==> config.mk <==
export PLATFORM = sky130hd
export DESIGN_NAME = swd_host_engine
export DESIGN_NICKNAME = d
export VERILOG_FILES = /design/src/rtl/swd_pkg.sv /design/src/rtl/swd_ctrl.sv /design/src/rtl/swd_datapath.sv /design/src/rtl/swd_host_engine.sv
export SDC_FILE = /design/constraint.sdc
export NUM_CORES = 1
export LEC_CHECK = 0
export BUFFER_PORTS_ARGS = -buffer_cell sky130_fd_sc_hd__buf_2
export CAP_MARGIN = 20
export CORE_ASPECT_RATIO = 1.4
export CORE_UTILIZATION = 35
export CTS_CLUSTER_SIZE = 14
export DETAILED_ROUTE_END_ITERATION = 8
export PLACE_DENSITY = 0.57
export SLEW_MARGIN = 20
export SYNTH_ARGS = -nofsm -noshare
export SYNTH_HDL_FRONTEND = slang
export SYNTH_SLANG_ARGS = --single-unit
==> constraint.sdc <==
create_clock -name clk -period 4.9 [get_ports clk]
set_clock_uncertainty 0.15 [all_clocks]
set_input_delay 0.49 -clock clk [delete_from_list [all_inputs] [get_ports clk]]
set_output_delay 0.49 -clock clk [all_outputs]
set_load 0.02 [all_outputs]
==> src/rtl/swd_pkg.sv <==
package swd_pkg;
  localparam int HDR_BITS  = 8;
  localparam int ACK_BITS  = 3;
  localparam int DATA_BITS = 32;
  localparam int CNT_W     = $clog2(DATA_BITS + 1);

  localparam logic [ACK_BITS-1:0] ACK_OK    = 3'b001;
  localparam logic [ACK_BITS-1:0] ACK_WAIT  = 3'b010;
  localparam logic [ACK_BITS-1:0] ACK_FAULT = 3'b100;

  typedef enum logic [3:0] {
    ST_IDLE, ST_HDR, ST_TRN1, ST_ACK, ST_RDATA,
    ST_RPAR, ST_TRN2, ST_WDATA, ST_WPAR, ST_TAIL
  } stage_e;

  typedef enum logic [1:0] { DRV_ZERO, DRV_SHIFT, DRV_PAR } drv_e;

  typedef struct packed {
    logic loadReq;
    logic loadWr;
    logic shiftOut;
    logic takeAck;
    logic takeData;
    logic takePar;
    logic finish;
    logic readOk;
    logic oe;
    drv_e drvSel;
  } strobe_t;
endpackage

==> src/rtl/swd_ctrl.sv <==
module swd_ctrl
  import swd_pkg::*;
#(
  parameter int DIV_W = 8,
  parameter int TURN  = 1
) (
  input  logic                clk,
  input  logic                rstN,
  input  logic                startValid,
  output logic                startReady,
  input  logic                reqWrite,
  input  logic [DIV_W-1:0]    clkDiv,
  input  logic [ACK_BITS-1:0] ackIn,
  output strobe_t             strb,
  output logic                swclk,
  output logic                done
);
  localparam logic [DIV_W-1:0] PH_ONE  = 1;
  localparam logic [CNT_W-1:0] BIT_ONE = 1;

  stage_e            stage, nextStage;
  logic [CNT_W-1:0]  bitCnt, stageLen;
  logic [DIV_W-1:0]  phaseCnt, divHold;
  logic              clkLow, isWrite, doneR;
  logic              tick, lowEnd, cellEnd, lastBit, ackOk, ackShort;

  assign tick     = (phaseCnt == divHold);
  assign lowEnd   = (stage != ST_IDLE) && clkLow && tick;
  assign cellEnd  = (stage != ST_IDLE) && !clkLow && tick;
  assign ackOk    = (ackIn == ACK_OK);
  assign ackShort = (ackIn == ACK_WAIT) || (ackIn == ACK_FAULT);

  always_comb begin
    case (stage)
      ST_HDR:             stageLen = CNT_W'(HDR_BITS);
      ST_TRN1, ST_TRN2:   stageLen = CNT_W'(TURN);
      ST_ACK:             stageLen = CNT_W'(ACK_BITS);
      ST_RDATA, ST_WDATA: stageLen = CNT_W'(DATA_BITS);
      default:            stageLen = BIT_ONE;
    endcase
  end
  assign lastBit = (bitCnt == stageLen - BIT_ONE);

  // Cell sequence; the data phase layout depends on the acknowledge.
  always_comb begin
    case (stage)
      ST_HDR:   nextStage = ST_TRN1;
      ST_TRN1:  nextStage = ST_ACK;
      ST_ACK:   nextStage = ackOk ? (isWrite ? ST_TRN2 : ST_RDATA)
                                  : (ackShort ? ST_TRN2 : ST_RDATA);
      ST_RDATA: nextStage = ST_RPAR;
      ST_RPAR:  nextStage = ST_TRN2;
      ST_TRN2:  nextStage = (ackOk && isWrite) ? ST_WDATA : ST_TAIL;
      ST_WDATA: nextStage = ST_WPAR;
      ST_WPAR:  nextStage = ST_TAIL;
      default:  nextStage = ST_IDLE;
    endcase
  end

  always_ff @(posedge clk or negedge rstN) begin
    if (!rstN) begin
      stage    <= ST_IDLE;
      bitCnt   <= '0;
      phaseCnt <= '0;
      divHold  <= '0;
      clkLow   <= 1'b0;
      isWrite  <= 1'b0;
      doneR    <= 1'b0;
    end else begin
      doneR <= 1'b0;
      if (stage == ST_IDLE) begin
        if (startValid) begin
          stage    <= ST_HDR;
          bitCnt   <= '0;
          phaseCnt <= '0;
          divHold  <= clkDiv;
          clkLow   <= 1'b1;
          isWrite  <= reqWrite;
        end
      end else if (tick) begin
        phaseCnt <= '0;
        if (clkLow) begin
          clkLow <= 1'b0;
        end else if (lastBit) begin
          stage  <= nextStage;
          bitCnt <= '0;
          if (nextStage == ST_IDLE) doneR <= 1'b1;
          else clkLow <= 1'b1;
        end else begin
          bitCnt <= bitCnt + BIT_ONE;
          clkLow <= 1'b1;
        end
      end else begin
        phaseCnt <= phaseCnt + PH_ONE;
      end
    end
  end

  always_comb begin
    strb          = '0;
    strb.loadReq  = (stage == ST_IDLE) && startValid;
    strb.loadWr   = cellEnd && lastBit && (stage == ST_TRN2) && ackOk && isWrite;
    strb.shiftOut = cellEnd && ((stage == ST_HDR) || (stage == ST_WDATA));
    strb.takeAck  = lowEnd && (stage == ST_ACK);
    strb.takeData = lowEnd && (stage == ST_RDATA);
    strb.takePar  = lowEnd && (stage == ST_RPAR);
    strb.finish   = cellEnd && (stage == ST_TAIL);
    strb.readOk   = ackOk && !isWrite;
    strb.oe       = (stage == ST_IDLE) || (stage == ST_HDR) || (stage == ST_WDATA) ||
                    (stage == ST_WPAR) || (stage == ST_TAIL);
    case (stage)
      ST_HDR, ST_WDATA: strb.drvSel = DRV_SHIFT;
      ST_WPAR:          strb.drvSel = DRV_PAR;
      default:          strb.drvSel = DRV_ZERO;
    endcase
  end

  assign startReady = (stage == ST_IDLE);
  assign swclk      = !clkLow;
  assign done       = doneR;

  // pad direction only switches inside a low clock phase
  a_r9_oe_in_low: assert property (@(posedge clk) disable iff (!rstN)
    !$stable(strb.oe) |-> !swclk);
  // completion is a single pulse
  a_r11_done_pulse: assert property (@(posedge clk) disable iff (!rstN)
    done |=> !done);
  // completion leaves the block ready
  a_r11_done_ready: assert property (@(posedge clk) disable iff (!rstN)
    done |-> startReady);
  // idle means clock high and line driven
  a_r12_idle_pins: assert property (@(posedge clk) disable iff (!rstN)
    startReady |-> (swclk && strb.oe));
endmodule

==> src/rtl/swd_datapath.sv <==
module swd_datapath
  import swd_pkg::*;
(
  input  logic                 clk,
  input  logic                 rstN,
  input  strobe_t              strb,
  input  logic [HDR_BITS-1:0]  reqHeader,
  input  logic [DATA_BITS-1:0] wrData,
  input  logic                 swdioIn,
  output logic                 swdioOut,
  output logic                 swdioOe,
  output logic [ACK_BITS-1:0]  ackSh,
  output logic [ACK_BITS-1:0]  ackCode,
  output logic [DATA_BITS-1:0] rdData,
  output logic                 parityErr
);
  logic [DATA_BITS-1:0] shReg, wrHold;
  logic                 wrPar, parBit;

  always_ff @(posedge clk or negedge rstN) begin
    if (!rstN) begin
      shReg     <= '0;
      wrHold    <= '0;
      wrPar     <= 1'b0;
      parBit    <= 1'b0;
      ackSh     <= '0;
      ackCode   <= '0;
      rdData    <= '0;
      parityErr <= 1'b0;
    end else begin
      if (strb.loadReq) begin
        shReg  <= {{(DATA_BITS-HDR_BITS){1'b0}}, reqHeader};
        wrHold <= wrData;
        wrPar  <= ^wrData;
        ackSh  <= '0;
        parBit <= 1'b0;
      end else if (strb.loadWr) begin
        shReg <= wrHold;
      end else if (strb.shiftOut) begin
        shReg <= shReg >> 1;
      end else if (strb.takeData) begin
        shReg <= {swdioIn, shReg[DATA_BITS-1:1]};
      end
      if (strb.takeAck) ackSh  <= {swdioIn, ackSh[ACK_BITS-1:1]};
      if (strb.takePar) parBit <= swdioIn;
      if (strb.finish) begin
        ackCode   <= ackSh;
        rdData    <= strb.readOk ? shReg : '0;
        parityErr <= strb.readOk && (parBit != ^shReg);
      end
    end
  end

  always_comb begin
    case (strb.drvSel)
      DRV_SHIFT: swdioOut = shReg[0];
      DRV_PAR:   swdioOut = wrPar;
      default:   swdioOut = 1'b0;
    endcase
  end
  assign swdioOe = strb.oe;

  // a parity error is only reported for an OK acknowledge
  a_r5_perr_needs_ok: assert property (@(posedge clk) disable iff (!rstN)
    parityErr |-> (ackCode == ACK_OK));
  // read data stays zero unless the acknowledge was OK
  a_r8_rd_zero: assert property (@(posedge clk) disable iff (!rstN)
    (rdData != '0) |-> (ackCode == ACK_OK));
endmodule

==> src/rtl/swd_host_engine.sv <==
module swd_host_engine
  import swd_pkg::*;
#(
  parameter int DIV_W = 8,
  parameter int TURN  = 1
) (
  input  logic             clk,
  input  logic             rstN,
  input  logic             startValid,
  output logic             startReady,
  input  logic [7:0]       reqHeader,
  input  logic             reqWrite,
  input  logic [31:0]      wrData,
  input  logic [DIV_W-1:0] clkDiv,
  output logic             done,
  output logic [2:0]       ackCode,
  output logic [31:0]      rdData,
  output logic             parityErr,
  output logic             swclk,
  output logic             swdioOut,
  output logic             swdioOe,
  input  logic             swdioIn
);
  strobe_t             strb;
  logic [ACK_BITS-1:0] ackSh;

  swd_ctrl #(.DIV_W(DIV_W), .TURN(TURN)) u_ctrl (
    .clk(clk), .rstN(rstN), .startValid(startValid), .startReady(startReady),
    .reqWrite(reqWrite), .clkDiv(clkDiv), .ackIn(ackSh), .strb(strb),
    .swclk(swclk), .done(done)
  );

  swd_datapath u_dp (
    .clk(clk), .rstN(rstN), .strb(strb), .reqHeader(reqHeader), .wrData(wrData),
    .swdioIn(swdioIn), .swdioOut(swdioOut), .swdioOe(swdioOe), .ackSh(ackSh),
    .ackCode(ackCode), .rdData(rdData), .parityErr(parityErr)
  );
endmodule

## Yosys cells after proc, flatten, opt, wreduce, memory -nomap -nowiden

Index checks and enable logic that the tools add are counted.

- $add $sub $neg: 3
- Eq/ne operators: 19
- Muxes and demuxes: 41
- Reduce and logical (&&, ||, !) cells: 41

Operator list:

| operator | count |
|---|---|
| two-way mux 32 bit | 5 |
| XOR reduction 32 bit | 2 |
| case mux 4 bit (8 select lines) | 1 |
| two-way mux 6 bit | 5 |
| two-way mux 4 bit | 7 |
| two-way mux 8 bit | 3 |
| case mux 6 bit (3 select lines) | 1 |
| logical AND 1 bit | 17 |
| equality test 4 x 3 -> 1 bit (second input constant) | 4 |
| two-way mux 1 bit | 13 |
| adder 8 x 1 -> 8 bit (second input constant) | 1 |
| equality test 4 x 2 -> 1 bit (second input constant) | 2 |
| equality test 4 bit (second input constant) | 2 |
| equality test 8 bit | 1 |
| logical NOT 4 bit | 2 |
| nonzero test 2 bit | 4 |
| nonzero test 4 bit | 2 |
| adder 6 x 1 -> 6 bit (second input constant) | 1 |
| equality test 6 bit | 1 |
| logical OR 1 bit | 6 |
| two-way mux 3 bit | 2 |
| subtractor 6 x 1 -> 6 bit (second input constant) | 1 |
| equality test 4 x 1 -> 1 bit (second input constant) | 1 |
| two-way mux 2 bit | 2 |
| other kinds (14) | 18 |

- Register bits: 134
- Bits of input ports: 53
- Output and inout port bits: 41
- Logic and storage cells: 119

## Depth between registers and ports, before layout

Gate-level depths: netlist of run 1.

- Depth after elaboration: 11
- Gate-level depth with buffers: 13

## Modules after synthesis

From an unflattened synthesis of run 1, not the netlist that was laid out.

- Cells, all modules: 658
- Area, all modules: 6814.0 µm²

By module, submodules not included:

| module | instances | cells each | area an instance (µm²) | sequential area each (µm²) |
|---|---|---|---|---|
| swd_datapath | 1 | 461 | 4934.7 | 2627.5 |
| swd_ctrl | 1 | 197 | 1879.3 | 725.7 |

## Worst setup path before layout of run 1

Ideal clock, no wire load.

- Path type: reg-to-reg
- From: register u_ctrl.stage[0]
- To: register u_dp.shReg[2]
- Data arrival time: 3093 ps
- Data required time: 4618 ps
- Setup slack: 1525 ps
- Stages on the path, launching flop included: 13
- Path buffers: 2
- Period minus slack after synthesis: 3375 ps
- Path through: dfrtp_1 -> clkbuf_1 -> nor2b_1 -> nand2_1 -> ha_1 -> xnor2_1 -> or3_1 -> or4b_1 -> a211oi_4 -> buf_4 -> nor2_1 -> a211oi_1 -> o21ai_1

- Longest elaborated chain between the ends: 11

RTL lines:

| item | RTL line | source |
|---|---|---|
| from (decl) | swd_ctrl.sv:21 | `stage_e stage, nextStage;` |
| from (signal assigned) | swd_ctrl.sv:85 | `stage <= nextStage;` |
| equality test 4 x 3 -> 1 bit, on equally long branches | swd_ctrl.sv:34, swd_ctrl.sv:105, swd_ctrl.sv:103 |  |
| OR reduction 2 bit | swd_ctrl.sv:34 | `case (stage)` |
| case mux 6 bit (3 select lines) | swd_ctrl.sv:34 |  |
| subtractor 6 x 1 -> 6 bit | swd_ctrl.sv:42 | `assign lastBit = (bitCnt == stageLen - BIT_ONE);` |
| equality test 6 bit | swd_ctrl.sv:42 |  |
| logical AND 1 bit (4 in series) | swd_ctrl.sv:102 | `strb.loadWr = cellEnd && lastBit && (stage == ST_TRN2) && ackOk && isWrite;` |
| two-way mux 32 bit | swd_datapath.sv:37 | `end else if (strb.loadWr) begin` |
| two-way mux 32 bit | swd_datapath.sv:31 | `if (strb.loadReq) begin` |
| to (signal assigned) | swd_datapath.sv:32 | `shReg <= {{(DATA_BITS-HDR_BITS){1'b0}}, reqHeader};` |
| to (signal assigned) | swd_datapath.sv:38 | `shReg <= wrHold;` |
| to (signal assigned) | swd_datapath.sv:40 | `shReg <= shReg >> 1;` |
| to (decl) | swd_datapath.sv:17 | `logic [DATA_BITS-1:0] shReg, wrHold;` |

Parallel ways exist; a longest one is shown, timed or not.
A chain may end at the register's enable or synchronous reset.

## Worst setup path after layout of run 1

- From: register u_ctrl.stage[0]
- To: register u_dp.shReg[4]

The elaborated chain is that of the path after synthesis.

==> results of run 1 <==
[metal layers]
metal,vias to the layer above,part of all wire,wire [um],global-route usage
li1,2673,-,-,-
met3,25,0.029,481,0.02713
met2,106,0.51,8375,0.3113
met1,2510,0.44,7231,0.2164
met4,0,0.028,467,0.09379
met5,-,0,0,0
[flip-flops by register name, indices dropped and copies added (netlist names), 3 cells and up]
register,count
u_dp.ackSh,3
u_ctrl.stage,4
u_dp.shReg,32
u_ctrl.bitCnt,6
u_ctrl.divHold,8
u_ctrl.phaseCnt,8
u_dp.ackCode,3
u_dp.wrHold,32
u_dp.rdData,32
[final cells by class]
| cell class | instances | share of cell area |
|---|---|---|
| timing repair buffer | 102 | 0.06714 |
| tap | 244 | 0.03801 |
| multi-input combinational | 589 | 0.3955 |
| clock inverter | 13 | 0.02228 |
| clock buffer | 19 | 0.05640 |
| inverter | 6 | 0.002804 |
| sequential | 134 | 0.4175 |
| antenna | 1 | 0.0003116 |
[power groups by stage]
stage          registers (mW)  logic, mW  clock network [mW]
2_1_floorplan            1.13     0.0661                   0
3_3_place_gp             1.13      0.135                   0
3_5_place_dp             1.13      0.134                   0
4_1_cts                  1.11      0.135                1.38
5_1_grt                  1.11      0.145                1.43
6_report                 1.11      0.130                1.36
[synth_stat cells (6+ instances only)]
cell and number:
and3_1 8, o21ai_1 16, nor2_1 22, nand3_1 15, o21ai_0 36, xnor2_1 61, nor2b_1 30, inv_1 6
dfrtp_1 134, nand2_1 286, xor2_1 20, clkbuf_1 23, a21oi_1 29
[how the worst max path moves through the flow]
stage               endpoint             from
6_report       u_dp.shReg[4]  u_ctrl.stage[0]
5_1_grt        u_dp.shReg[4]  u_ctrl.stage[0]
4_1_cts        u_dp.shReg[4]  u_ctrl.stage[0]
3_5_place_dp   u_dp.shReg[4]  u_ctrl.stage[0]
3_3_place_gp   u_dp.shReg[0]  u_ctrl.stage[0]
2_1_floorplan  u_dp.shReg[2]  u_ctrl.stage[0]
[kinds of logic after synthesis]
logic type,synth area share
adders and majority gates,0.009358
xor gates and xnor gates,0.1061
buffers and inverters,0.02545
DFF,0.5016
AOI/OAI and AO/OA,0.09452
muxes,0.01273
and+or+nand+nor,0.2502
[per-stage QoR]
stage            util  worst slack [ns]
2_1_floorplan       -             1.525
3_3_place_gp   0.3958            0.9783
3_5_place_dp   0.3961            0.9567
4_1_cts        0.4299            0.9421
5_1_grt        0.4299            0.6531
6_report       0.4300            0.9269
==> key figures, run 1 <==
Worst setup path
  • FF-to-FF Start: u_ctrl.stage[0]
  • Worst-path fanout max: 16
  • CP top delay family: simple AND/OR/NAND/NOR gates
  • CP Class: register to register
  • CP Depth: 12
  • Crit-path cells: nor2_1, a22oi_1, nor2_1, ha_1, xnor2_1, or3_1, or4b_1, a211oi_4, buf_4, nor2_1, a211oi_1, o21ai_1
  • Startpoint type of the worst setup path: register
  • Slowest stage delay, CP: 0.67 ns
  • Worst Path Required: 5.03 ns
  • Worst Path Buf+Inv: 1
  • Cell mode on critical path: nor2_1
  • Reg2reg path depth: 12
  • CP max stage cell: a211oi_4
  • Reg2Reg Setup Slack: 0.93 ns
  • Kind of end point of the critical path: register
  • CP arrival: 4.10 ns
  • Worst reg2reg path endpoint: u_dp.shReg[4]

Clock tree
  • Resized Gates After CTS: 0
  • CTS sink cnt: 134
  • CTS Buffer Depth: 2
  • Clock buffers created by TritonCTS: 17
  • Worst-Skew Late Latency: 0.42 ns
  • Postcts setup bufs: 0
  • # hold bufs at CTS: 0
  • H-tree Lvls: 4
  • CTS tree: yes
  • Clock Pin Slew Worst Setup and Hold Paths: 0.06 ns
  • Clock root cell: clkbuf_16

Global route
  • Largest net degree at the start of global routing: 103
  • Initial antenna violation count: 1
  • First-pass GRT wire length: 27390 um
  • Tot GR Track Use: 0.1797
  • GRT Residual Overflow: 0
  • Vias in the first global route: 5329

Detailed routing
  • Via Count: 5314
  • DRT Pass-1 Iters: 5
  • Drt total wl: 16560 um
  • Antenna Nets Post-Route: 0
  • 1st-iter DRT viols: 323
  • Vias per cell: 4.796
  • DRC: 0
  • Routed len/inst: 14.94 um

Final layout
  • Commonest non-fill, non-tap cell in the layout: nand2_1
  • Fin area: 0.008031 mm2
  • FILL cells: 1916
  • Layout Cells excl Fill: 1108
  • Multi-input gate area: 0.003177 mm2
  • Storage cell area: 0.003353 mm2
  • Layout Nets: 908
  • Synth-to-Final Area Change: 20.14%
  • Most frequent cells in the layout: 285 x nand2_1, 134 x dfrtp_1, 92 x buf_2
  • Share of cells above drive strength 1: 0.1692

Yosys
  • Post-synth EDFFs: 0
  • Register bit total from synthesis: 134
  • Syn Nets: 821
  • Post-synth top area share: 0.5016
  • Synth async-reset ratio: 1.000
  • Synth top area cells: dfrtp_1 50%, nand2_1 16%, xnor2_1 8.0%
  • Syn Std Cell Area: 0.006685 mm2
  • Post-synthesis sequential area ratio: 0.5016
  • Mean cell area of the mapped netlist: 8.762 um2
  • Post-Synthesis Cells: 763
  • Area leader, netlist: dfrtp_1
  • Synth Warn #: 0
  • Unique masters post-synth: 49
  • Post-synth top flop: dfrtp_1

Die
  • Starting Density: 0.3579
  • Die Wd: 118.8 um
  • Row count: 59
  • Die Ht: 165.5 um
  • Die area: 0.01967 mm2
  • Number of I/O pins: 94
  • Core area: 0.01868 mm2

Timing
  • F_max: 0.2517 GHz
  • Setup TNS: 0 ns
  • RSZ-0062 raised after global routing: false
  • Final min period: 3.973 ns
  • Max-slew headroom: 0.3647
  • Max Slew Vio Count: 0
  • Period utilisation layout: 0.8108
  • Hold WS: 0.01692 ns
  • Least-Margin Pin Slew: 0.9530 ns
  • Final Hold Viols: 0
  • Final setup vio count: 0

Run status
  • Status: complete, no violations

Power
  • Lkg Pwr: 4.001 nW
  • Sequential power share: 0.426
  • Int Power: 2.041 mW
  • Total power: 2.602 mW
  • Sw frac: 0.2156
  • Clk pwr share: 0.524
  • P per Cell Area: 324.0 mW/mm2
  • Gate power share: 0.050
  • Net Switching: 0.5609 mW
  • VDD IR max: 165.7 uV

Placed design
  • Global placement routability congestion: 0.8483
  • DP Wirelength: 11360 um
  • Area after DPL: 0.007397 mm2
  • Cell count after placement: 1075
  • IO Port Bufs: 93

Flow run
  • Maxcap violations: 0

Min path
  • Worst hold-check path type: input port to asynchronous set/reset pin
No activity file was read; power rests on OpenSTA's default activity.
==> run 2: changes to the inputs <==
Settings changed: ABC_AREA set to 1, PLACE_DENSITY 0.57 to 0.59.
Clock period 4.9 ns to 3.5 ns, I/O delays scaled along.
==> key figures, run 2 <==
Run status
  • Status: complete, no violations

Min path
  • Worst hold-check path type: input port to register

Timing
  • Max-slew headroom: 0.5266
  • Final setup vio count: 0
  • Least-Margin Pin Slew: 0.7101 ns
  • F_max: 0.3223 GHz
  • RSZ-0062 raised after global routing: false
  • Max Slew Vio Count: 0
  • Setup TNS: 0 ns
  • Hold WS: 0.01659 ns
  • Final min period: 3.103 ns
  • Period utilisation layout: 0.8866
  • Final Hold Viols: 0

Final layout
  • Final Core Density: 0.4319
  • Layout Nets: 1183
  • Most frequent cells in the layout: 489 x nand2_1, 134 x dfrtp_1, 92 x buf_2
  • Diodes inserted: 0
  • Commonest non-fill, non-tap cell in the layout: nand2_1
  • FILL cells: 2152
  • Top Registers: u_dp.rdData x32, u_dp.shReg x32, u_dp.wrHold x32
  • Share of cells above drive strength 1: 0.1397
  • Synth-to-Final Area Change: 20.75%

Global route
  • Vias in the first global route: 6181
  • Largest net degree at the start of global routing: 74
  • Initial antenna violation count: 1
  • First-pass GRT wire length: 30260 um
  • GRT Residual Overflow: 0
  • Tot GR Track Use: 0.1763

Yosys
  • Synth Warn #: 0
  • Most frequent cell after synthesis: nand2_1
  • Synth top area cells: dfrtp_1 46%, nand2_1 25%, o21ai_0 4.9%
  • Syn Nets: 1073
  • Post-synth top area share: 0.4577
  • Unique masters post-synth: 31
  • Register bit total from synthesis: 134
  • Syn Std Cell Area: 0.007326 mm2
  • Post-synthesis sequential area ratio: 0.4577
  • Synth async-reset ratio: 1.000
  • Mean cell area of the mapped netlist: 7.218 um2
  • Post-synth top flop: dfrtp_1
  • Area leader, netlist: dfrtp_1
  • Post-synth EDFFs: 0
  • Post-Synthesis Cells: 1015
  • Commonest cells in the netlist: 489 x nand2_1, 134 x dfrtp_1, 78 x inv_1

Clock tree
  • H-tree Lvls: 4
  • Resized Gates After CTS: 0
  • Clock Pin Slew Worst Setup and Hold Paths: 0.07 ns
  • CTS sink cnt: 134
  • CTS tree: yes
  • Clock root cell: clkbuf_16
  • CTS Buffer Depth: 2
  • Clock buffers created by TritonCTS: 17
  • Worst-Skew Late Latency: 0.43 ns

Detailed routing
  • Drt total wl: 18470 um
  • Vias per cell: 4.661
  • Antenna Nets Post-Route: 0
  • Via Count: 6497
  • 1st-iter DRT viols: 365
  • Routed len/inst: 13.25 um
  • DRC: 0
  • DRT Pass-1 Iters: 4

Die
  • Die area: 0.02152 mm2
  • Die Wd: 124.3 um
  • Core area: 0.02048 mm2
  • Die Ht: 173.2 um
  • Row count: 62
  • Number of I/O pins: 94
  • Starting Density: 0.3577

Worst setup path
  • CP Class: register to register
  • Startpoint type of the worst setup path: register
  • Cell mode on critical path: nand2_1
  • Worst Path Required: 3.71 ns
  • Worst-path fanout max: 34
  • CP arrival: 3.31 ns
  • Kind of end point of the critical path: register
  • Slowest stage delay, CP: 0.42 ns
  • Worst Path Buf+Inv: 2
  • CP top delay family: simple AND/OR/NAND/NOR gates
  • CP max stage cell: dfrtp_1
  • Crit-path cells: nor2_1, nand2_2, nand2_1, inv_2, nand2_1, nand2_1, inv_1, ha_1, xnor2_1, nor3_1, nand2_1, nor2_2, nand2_2, nor2_8, nor2_8, nor2_8, nand2_1, nand2_1

Placed design
  • Global placement routability congestion: 0.8144
  • IO Port Bufs: 93
  • DP Wirelength: 13290 um

Power
  • VDD IR max: 266.9 uV
  • Total power: 4.097 mW
  • P per Cell Area: 463.2 mW/mm2
  • Lkg Pwr: 4.735 nW

Flow run
  • Maxcap violations: 0
## run 2: changes by cell type in the layout (fill, tap and decap cells not counted), moves of 29 or more
cell | before | now
nand2_1 | 285 | 489
inv_1 | 6 | 78
o21ai_0 | 36 | 72
nor2_1 | 22 | 56
nor2b_1 | 29 | 0
xnor2_1 | 61 | 32
## run 2: through the flow
stage / std cells / cell area, um2 / setup WS [ns]
floorplan: 1015 / 7326 / 0.9389
global placement: 1344 / 8049 / 0.3795
detailed placement: 1344 / 8049 / 0.3083
CTS: 1392 / 8815 / 0.2839
global route: 1394 / 8846 / 0.05051
finish: 1394 / 8846 / 0.3970
## run 2: final cells by class
type,count,area [um2],share of cell area
multi-input combinational,764,3505,0.3962
sequential,134,3353,0.3791
timing repair buffer,118,724.4,0.08190
clock buffer,18,429.2,0.04851
inverter,90,337.8,0.03819
tap,256,320.3,0.03621
clock inverter,14,176.4,0.01994
## run 2: cell families (layout without fill, tap and decap cells)
family	after synthesis	count (layout)	synth area share
AND/OR/NAND/NOR	599	600	0.3286
flip-flops	134	134	0.4577
buffers and inverters	118	240	0.06541
AO/OA/AOI/OAI	102	102	0.07156
XOR/XNOR	57	57	0.06815
adder cells (fa/ha/maj)	5	5	0.008540
## run 2: path summary, 6_finish.rpt
path / from / end / slack [ns] / cells past startpoint
max reg2reg: u_ctrl.stage[3] / u_dp.shReg[24] / 0.40 / 18
min in group asynchronous: rstN / u_dp.rdData[16] / 0.35 / 2
max in group asynchronous: rstN / u_dp.wrHold[11] / 1.94 / 4
min: wrData[20] / u_dp.wrHold[20] / 0.02 / 3
max: u_ctrl.stage[3] / u_dp.shReg[24] / 0.40 / 18
min reg2reg: u_dp.wrHold[10] / u_dp.wrHold[10] / 0.32 / 2
## run 2: worst min-delay path: stages
cell and delay, ns:
buf_2 0.10, nand2_1 0.06, nand2_1 0.06
## run 2: layer usage
layer  global-route usage  share of wire  vias up
met2               0.2965           0.49      120
met5                    0        0.00070        -
met1               0.2217           0.45     2992
met3              0.03125          0.036       29
li1                     -              -     3354
met4              0.07430          0.019        2
## run 2: timing repair
item,4_1_cts,5_1_grt
buffers inserted,0,1
hold endpoints to repair,87,0
setup endpoints to repair,0,27
hold buffers,16,0
## run 2: report_power, final
part	switching [mW]	internal [mW]	total (mW)
registers	0.0783	1.63	1.71
clock network	0.737	1.13	1.86
logic	0.317	0.207	0.524
total	1.13	2.96	4.10
==> run 3: changes to the inputs <==
Settings changed: CELL_PAD_IN_SITES_DETAIL_PLACEMENT set to 0, CELL_PAD_IN_SITES_GLOBAL_PLACEMENT set to 1, CTS_CLUSTER_SIZE 14 to 16, PLACE_DENSITY 0.59 to 0.75.
==> key figures, run 3 (same netlist as run 2, synthesis figures left out) <==
Global route
  • First-pass GRT wire length: 31310 um
  • Initial antenna violation count: 0
  • Largest net degree at the start of global routing: 84
  • GRT Residual Overflow: 0
  • Vias in the first global route: 6443
  • Tot GR Track Use: 0.1833

Die
  • Die Ht: 173.2 um
  • Die area: 0.02152 mm2
  • Die Wd: 124.3 um
  • Number of I/O pins: 94
  • Core area: 0.02048 mm2
  • Row count: 62
  • Starting Density: 0.3577

Clock tree
  • H-tree Lvls: 4
  • Clock Pin Slew Worst Setup and Hold Paths: 0.06 ns
  • Clock buffers created by TritonCTS: 17
  • CTS Buffer Depth: 2
  • Worst-Skew Late Latency: 0.42 ns
  • CTS sink cnt: 134
  • CTS tree: yes
  • Clock root cell: clkbuf_16

Flow run
  • Maxcap violations: 0

Worst setup path
  • Worst-path fanout max: 34
  • Worst reg2reg path endpoint: u_dp.shReg[13]
  • Worst Path Buf+Inv: 3
  • Reg2Reg Setup Slack: 0.36 ns
  • Slowest stage delay, CP: 0.45 ns
  • CP Class: register to register
  • CP max stage cell: dfrtp_1
  • CP Depth: 19
  • CP arrival: 3.35 ns
  • Startpoint type of the worst setup path: register
  • Worst setup endpoint: u_dp.shReg[13]
  • Reg2reg path depth: 19
  • FF-to-FF Start: u_ctrl.stage[1]
  • Cell mode on critical path: nand2_1
  • CP top delay family: simple AND/OR/NAND/NOR gates
  • Kind of end point of the critical path: register
  • Worst setup startpoint: u_ctrl.stage[1]
  • Crit-path cells: nand2_1, inv_2, nand2_2, nand2_1, inv_2, nand2_1, nand2_1, inv_1, ha_1, xnor2_1, nor3_1, nand2_1, nor2_2, nand2_2, nor2_8, nor2_8, nor2_8, nand2_1, nand2_1
  • Worst Path Required: 3.71 ns

Final layout
  • Layout Nets: 1185
  • Share of cells above drive strength 1: 0.1412
  • Most frequent cells in the layout: 489 x nand2_1, 134 x dfrtp_1, 92 x buf_2
  • FILL cells: 2218
  • Multi-input gate area: 0.003505 mm2
  • Commonest non-fill, non-tap cell in the layout: nand2_1
  • Final Core Density: 0.4334
  • Diodes inserted: 0
  • Storage cell area: 0.003353 mm2
  • Synth-to-Final Area Change: 21.16%
  • Top Registers: u_dp.rdData x32, u_dp.shReg x32, u_dp.wrHold x32

Detailed routing
  • DRC: 0
  • Drt total wl: 19040 um
  • Antenna Nets Post-Route: 0
  • 1st-iter DRT viols: 336
  • Via Count: 6463
  • Vias per cell: 4.630
  • DRT Pass-1 Iters: 4
  • Routed len/inst: 13.64 um

Min path
  • Worst hold-check path type: input port to register

Power
  • Lkg Pwr: 4.743 nW
  • VDD IR max: 344.1 uV
  • P per Cell Area: 464.8 mW/mm2

Timing
  • Max-slew headroom: 0.4638
  • Period utilisation layout: 0.8973
  • Final setup vio count: 0
  • Max Slew Vio Count: 0
  • RSZ-0062 raised after global routing: false
  • Hold WS: 0.01882 ns
  • F_max: 0.3184 GHz
  • Final min period: 3.141 ns
  • Setup TNS: 0 ns
  • Least-Margin Pin Slew: 0.8042 ns
  • Setup slack after layout: 0.3595 ns
  • Final Hold Viols: 0

Placed design
  • DP Wirelength: 13750 um
  • Global placement routability congestion: 0.8644
  • DP Worst Slack: 0.3671 ns
  • IO Port Bufs: 93

Run status
  • Status: complete, no violations
==> run 3: what timing repair did <==
item | in CTS | in global routing
buffers inserted | 0 | 1
hold buffers | 16 | 1
resized for setup | 0 | 1
setup endpoints to repair | 0 | 24
hold endpoints to repair | 95 | 1
==> run 3: metrics by stage <==
step | cell area [um2] | total power [mW] | std cells
final | 8876 | 4.126 | 1396
after floorplan | 7326 | 2.075 | 1015
after CTS | 8831 | 4.182 | 1393
after detailed placement | 8044 | 2.257 | 1345
after global routing | 8876 | 4.322 | 1396
after global placement | 8044 | 2.250 | 1345
==> run 3: how the worst min path moves through the flow <==
stage               startpoint          endpoint  slack [ns]  cells past startpoint
2_1_floorplan             rstN  u_ctrl.bitCnt[0]        -0.1                      0
3_3_place_gp   u_dp.wrHold[16]   u_dp.wrHold[16]        0.31                      2
3_5_place_dp   u_dp.wrHold[16]   u_dp.wrHold[16]        0.31                      2
4_1_cts             wrData[12]   u_dp.wrHold[12]      0.0005                      3
5_1_grt             wrData[15]   u_dp.wrHold[15]        0.02                      3
6_report            wrData[12]   u_dp.wrHold[12]        0.02                      3
==> run 3: report_power, final <==
group,leakage [nW],internal [mW],switching [mW]
Clock,0.294,1.20,0.692
Combinational,2.71,0.207,0.320
Sequential,1.74,1.63,0.0800
Total,4.74,3.03,1.09
==> run 3: worst reg2reg max path, stage by stage, from the launching register on <==
cell	delay, ns
dfrtp_1	0.45
nand2_1	0.15
inv_2	0.07
nand2_2	0.10
nand2_1	0.09
inv_2	0.06
nand2_1	0.07
nand2_1	0.09
inv_1	0.05
ha_1	0.27
xnor2_1	0.13
nor3_1	0.17
nand2_1	0.09
nor2_2	0.09
nand2_2	0.14
nor2_8	0.27
nor2_8	0.18
nor2_8	0.30
nand2_1	0.10
nand2_1	0.07
==> run 3: layer usage <==
metal,vias to the layer above,wire length (um),GRT usage
li1,3349,-,-
met5,-,0,0
met3,19,518,0.03496
met2,92,9841,0.3283
met4,0,327,0.06175
met1,3003,8352,0.2176
==> run 3: area by class of cell <==
type / count / area share
timing repair buffer: 120 / 0.08261
sequential: 134 / 0.3778
clock inverter: 11 / 0.01649
multi-input combinational: 764 / 0.3948
tap: 256 / 0.03609
inverter: 90 / 0.03806
clock buffer: 21 / 0.05413
